**src/rtl/rtc_evt_pkg.sv**
```systemverilog
package rtc_evt_pkg;
  localparam int REG_W = 16;

  // Bit positions shared by status and control
  localparam int B_WDONE  = 15;
  localparam int B_WPEND  = 14;
  localparam int B_ALMDAY = 6;
  localparam int B_DAY    = 5;
  localparam int B_HOUR   = 4;
  localparam int B_MIN    = 3;
  localparam int B_SEC    = 2;
  localparam int B_ALM    = 1;
  localparam int B_SW     = 0;

  // Bits that hold latched status and may raise the request line
  localparam logic [REG_W-1:0] LATCH_MASK = 16'h807F;

  typedef struct packed {
    logic captureShadow;
    logic commitCtrl;
  } wr_strobe_t;
endpackage

```
**src/rtl/rtc_evt_wrsync.sv**
```systemverilog
module rtc_evt_wrsync
  import rtc_evt_pkg::*;
(
  input  logic       clk,
  input  logic       rstN,
  input  logic       tick,
  input  logic       ctrlWrReq,
  output logic       pending,
  output wr_strobe_t strb
);
  logic pendingQ;

  always_comb begin
    strb.captureShadow = ctrlWrReq & ~pendingQ;
    strb.commitCtrl    = pendingQ & tick;
  end

  always_ff @(posedge clk or negedge rstN) begin
    if (!rstN) pendingQ <= 1'b0;
    else if (strb.captureShadow) pendingQ <= 1'b1;
    else if (strb.commitCtrl) pendingQ <= 1'b0;
  end

  assign pending = pendingQ;
endmodule

```
**src/rtl/rtc_evt_datapath.sv**
```systemverilog
module rtc_evt_datapath
  import rtc_evt_pkg::*;
(
  input  logic             clk,
  input  logic             rstN,
  input  wr_strobe_t       strb,
  input  logic [REG_W-1:0] setVec,
  input  logic [REG_W-1:0] clrVec,
  input  logic [REG_W-1:0] ctrlWdata,
  output logic [REG_W-1:0] statusQ,
  output logic [REG_W-1:0] ctrlQ
);
  logic [REG_W-1:0] shadowQ;

  for (genvar i = 0; i < REG_W; i++) begin : g_stat
    if (LATCH_MASK[i]) begin : g_flop
      always_ff @(posedge clk or negedge rstN) begin
        if (!rstN) statusQ[i] <= 1'b0;
        else statusQ[i] <= setVec[i] | (statusQ[i] & ~clrVec[i]);
      end
    end else begin : g_zero
      assign statusQ[i] = 1'b0;
    end
  end

  always_ff @(posedge clk or negedge rstN) begin
    if (!rstN) begin
      shadowQ <= '0;
      ctrlQ   <= '0;
    end else begin
      if (strb.captureShadow) shadowQ <= ctrlWdata;
      if (strb.commitCtrl) ctrlQ <= shadowQ;
    end
  end
endmodule

```
**src/rtl/rtc_evt_irq_ctrl.sv**
```systemverilog
module rtc_evt_irq_ctrl
  import rtc_evt_pkg::*;
(
  input  logic             clk,
  input  logic             rstN,
  input  logic             tick,
  input  logic             secEvt,
  input  logic             minEvt,
  input  logic             hourEvt,
  input  logic             dayEvt,
  input  logic             swEvt,
  input  logic             todMatch,
  input  logic             dayMatch,
  input  logic             regWrEn,
  input  logic             regSel,
  input  logic [REG_W-1:0] regWdata,
  output logic [REG_W-1:0] statusOut,
  output logic [REG_W-1:0] ctrlOut,
  output logic             irq
);
  wr_strobe_t       strb;
  logic             pending;
  logic [REG_W-1:0] setVec;
  logic [REG_W-1:0] clrVec;
  logic [REG_W-1:0] statusQ;
  logic [REG_W-1:0] ctrlQ;

  always_comb begin
    setVec           = '0;
    setVec[B_WDONE]  = strb.commitCtrl;
    setVec[B_ALMDAY] = todMatch & dayMatch;
    setVec[B_DAY]    = dayEvt;
    setVec[B_HOUR]   = hourEvt;
    setVec[B_MIN]    = minEvt;
    setVec[B_SEC]    = secEvt;
    setVec[B_ALM]    = todMatch;
    setVec[B_SW]     = swEvt;
    clrVec = (regWrEn && !regSel) ? regWdata : '0;
  end

  rtc_evt_wrsync u_sync (
    .clk       (clk),
    .rstN      (rstN),
    .tick      (tick),
    .ctrlWrReq (regWrEn & regSel),
    .pending   (pending),
    .strb      (strb)
  );

  rtc_evt_datapath u_dp (
    .clk       (clk),
    .rstN      (rstN),
    .strb      (strb),
    .setVec    (setVec),
    .clrVec    (clrVec),
    .ctrlWdata (regWdata),
    .statusQ   (statusQ),
    .ctrlQ     (ctrlQ)
  );

  always_comb begin
    statusOut          = statusQ;
    statusOut[B_WPEND] = pending;
  end

  assign ctrlOut = ctrlQ;
  assign irq     = |(statusQ & ctrlQ & LATCH_MASK);
endmodule

```
**config.mk**
```make
export PLATFORM = sky130hd
export DESIGN_NAME = rtc_evt_irq_ctrl
export DESIGN_NICKNAME = d
export VERILOG_FILES = /design/src/rtl/rtc_evt_pkg.sv /design/src/rtl/rtc_evt_wrsync.sv /design/src/rtl/rtc_evt_datapath.sv /design/src/rtl/rtc_evt_irq_ctrl.sv
export SDC_FILE = /design/constraint.sdc
export NUM_CORES = 1
export LEC_CHECK = 0
export ABC_AREA = 1
export BUFFER_PORTS_ARGS = -buffer_cell sky130_fd_sc_hd__buf_2
export CAP_MARGIN = 20
export CORE_MARGIN = 8
export CORE_UTILIZATION = 30
export CTS_BUF_LIST = sky130_fd_sc_hd__clkbuf_4
export CTS_CLUSTER_DIAMETER = 200
export DETAILED_ROUTE_END_ITERATION = 12
export HOLD_SLACK_MARGIN = 0.05
export PLACE_DENSITY = 0.6
export SETUP_SLACK_MARGIN = 0.4
export SLEW_MARGIN = 25
export SYNTH_ARGS = -nofsm -noshare
export SYNTH_HDL_FRONTEND = slang
export SYNTH_SLANG_ARGS = --single-unit
```
**constraint.sdc**
```tcl
create_clock -name clk -period 1.73 [get_ports clk]
set_input_delay 0.346 -clock clk [delete_from_list [all_inputs] [get_ports clk]]
set_output_delay 0.346 -clock clk [all_outputs]
set_load 0.005 [all_outputs]
```
==> results.txt <==
status = finished clean
I/O Buffers = 53
Yosys reg bits = 41
dpl cells = 325
post-route ant nets = 0
TritonCTS clock tree = done
Hold Crit Start = secEvt
Peak Freq = 0.647 GHz
FF-to-FF Start = u_sync.pending
H-tree depth = 2
die area = 8840 um2
IO Pins = 61
CTS buffer count = 5
Max VDD drop = 0.416 mV
Core Box Area = 5920 um2
Sink Count = 41
WS Path Type = register to output port
Clock Latency Late Sink = 0.37 ns
P per Cell Area = 1060 nW/um2
Hold Crit Class = primary input to register
Area growth, synth to finish = 22.3%
Final Setup Violations = 0
Root Buffer = clkbuf_4
Synth cell types = 14
first-pass GRT wire length = 7870 um
period utilization = 0.894
Initial Util = 0.309
NumNets Final = 293
Leak Pwr = 1.25 nW
Final Hold Vio Count = 0
pre-CTS setup slack = 0.411 ns
WL final = 4770 um
worst-path maximum fanout = 2
Worst Setup SP = u_dp.statusQ[15]
setup total negative slack = 0 ns
vias in the first global route = 1518
Yosys Warn Count = 0
Hold Slack = 0.159 ns
gr ovfl total = 0
mapped cell area = 1830 um2
layout cells sized above 1 = 0.278
Die Height = 94.0 um
fill cell count = 631
fin cells = 341
setup ws final = 0.184 ns
GPL Wtd Cong = 0.747
hpwl dp = 3360 um
diodes inserted = 0
Tmin final = 1.55 ns
worst path required time = 1.38 ns
router iterations before antenna repair = 4
largest net degree at the start of global routing = 42
vias post-DR = 1540
initial antenna violation count = 0
CP Capture Type = output port
kind of start point of the critical path = register
Post-Synthesis Cells = 209
Post-route DRC = 0
data arrival time of the worst path = 1.20 ns
final worst clock skew = 0.0202 ns
drt via density = 4.52
max-cap violations = 0
drt wl/cell = 14.0 um
CTS clk-pin slew, worst paths = 0.12 ns
sequential share of the synthesized area = 0.562
initial drt markers = 80
Slew Limit Fails = 0
Syn Area/Cell = 8.74 um2
die width = 94.0 um
RSZ-0062 raised after global routing = true
deepest clock path buffer count = 2
# rows = 28
all-layer global routing usage = 0.115
==> layout make-up <==
cell class | count | area [um2] | area share
clock buffer | 5 | 37.5 | 0.0168
timing repair buffer | 63 | 382 | 0.171
clock inverter | 3 | 17.5 | 0.00784
inverter | 8 | 37.5 | 0.0168
multi-input combinational | 146 | 639 | 0.286
sequential | 41 | 1030 | 0.460
tap | 75 | 93.8 | 0.0420
==> worst paths after layout <==
path,end,slack [ns],depth (start not counted)
min in group asynchronous,u_dp.shadowQ[7],0.45,3
worst min register to register,u_dp.shadowQ[5],0.48,2
worst max-delay path,irq,0.18,5
worst max register to register,u_dp.shadowQ[15],0.48,5
worst min-delay path,u_dp.statusQ[2],0.16,3
max in group asynchronous,u_dp.statusQ[3],1.04,3
==> report_power, final <==
part / internal [mW] / total, mW / switching [mW]
combinational: 0.285 / 0.612 / 0.327
sequential: 1.15 / 1.28 / 0.124
clock: 0.154 / 0.478 / 0.324
total: 1.59 / 2.37 / 0.775
==> sequential cells by signal, summed over array words and instances, names as in the netlist <==
register,count
u_dp.shadowQ,16
u_sync.pending,1
u_dp.ctrlQ,16
u_dp.statusQ,8
==> metal layers <==
metal	vias to the layer above	track usage	share of wire
li1	769	-	-
met1	712	0.142	0.45
met2	53	0.177	0.46
met3	6	0.0528	0.083
met4	0	0.0343	0.010
met5	-	0	0
==> per-stage QoR <==
stage / power (mW) / cell area (um2) / utilization
finish: 2.37 / 2230 / 0.377
global placement: 1.85 / 2090 / 0.353
CTS: 2.36 / 2180 / 0.368
floorplan: 1.60 / 1850 / -
global route: 2.57 / 2230 / 0.377
detailed placement: 1.86 / 2090 / 0.353
==> synth_stat cells (all sizes together) <==
master,count,share of area
buf,20,0.080
conb,1,0.0021
dfrtp,41,0.56
inv,8,0.021
nand2,95,0.20
nand3,25,0.075
nand4,16,0.055
nor2,2,0.0041
o21ai,1,0.0048
==> cells in the final DEF, fill, tap and decap left out <==
cell,n
nand3_1,24
nor2_1,2
clkbuf_4,5
clkinv_4,1
dlygate4sd3_1,1
buf_12,1
o21ai_2,1
buf_2,50
dfrtp_1,40
conb_1,7
buf_4,6
nand3_4,1
nand2_2,1
inv_8,1
nand2_1,94
dfrtp_2,1
clkinv_2,1
nand4_1,16
clkinv_1,1
buf_6,5
inv_1,7
==> critical path, cell delays in order (launching register included) <==
cell and delay (ns):
dfrtp_1 0.42, nand2_1 0.09, nand2_1 0.05, nor2_1 0.10, nand2_1 0.06, buf_2 0.13
==> what timing repair did <==
item,CTS,global route
hold endpoints to repair,41,0
pin swaps,1,0
setup endpoints to repair,2,10
setup buffers,3,4
hold buffers,1,0
resized for setup,1,5
==> kinds of logic after synthesis <==
| logic type | count (synthesis) | synth area share |
|---|---|---|
| AOI/OAI and AO/OA | 1 | 0.00480 |
| buffers and inverters | 28 | 0.101 |
| DFF | 41 | 0.562 |
| other | 1 | 0.00205 |
| and+or+nand+nor | 138 | 0.331 |
No activity file was read; power rests on OpenSTA's default activity.
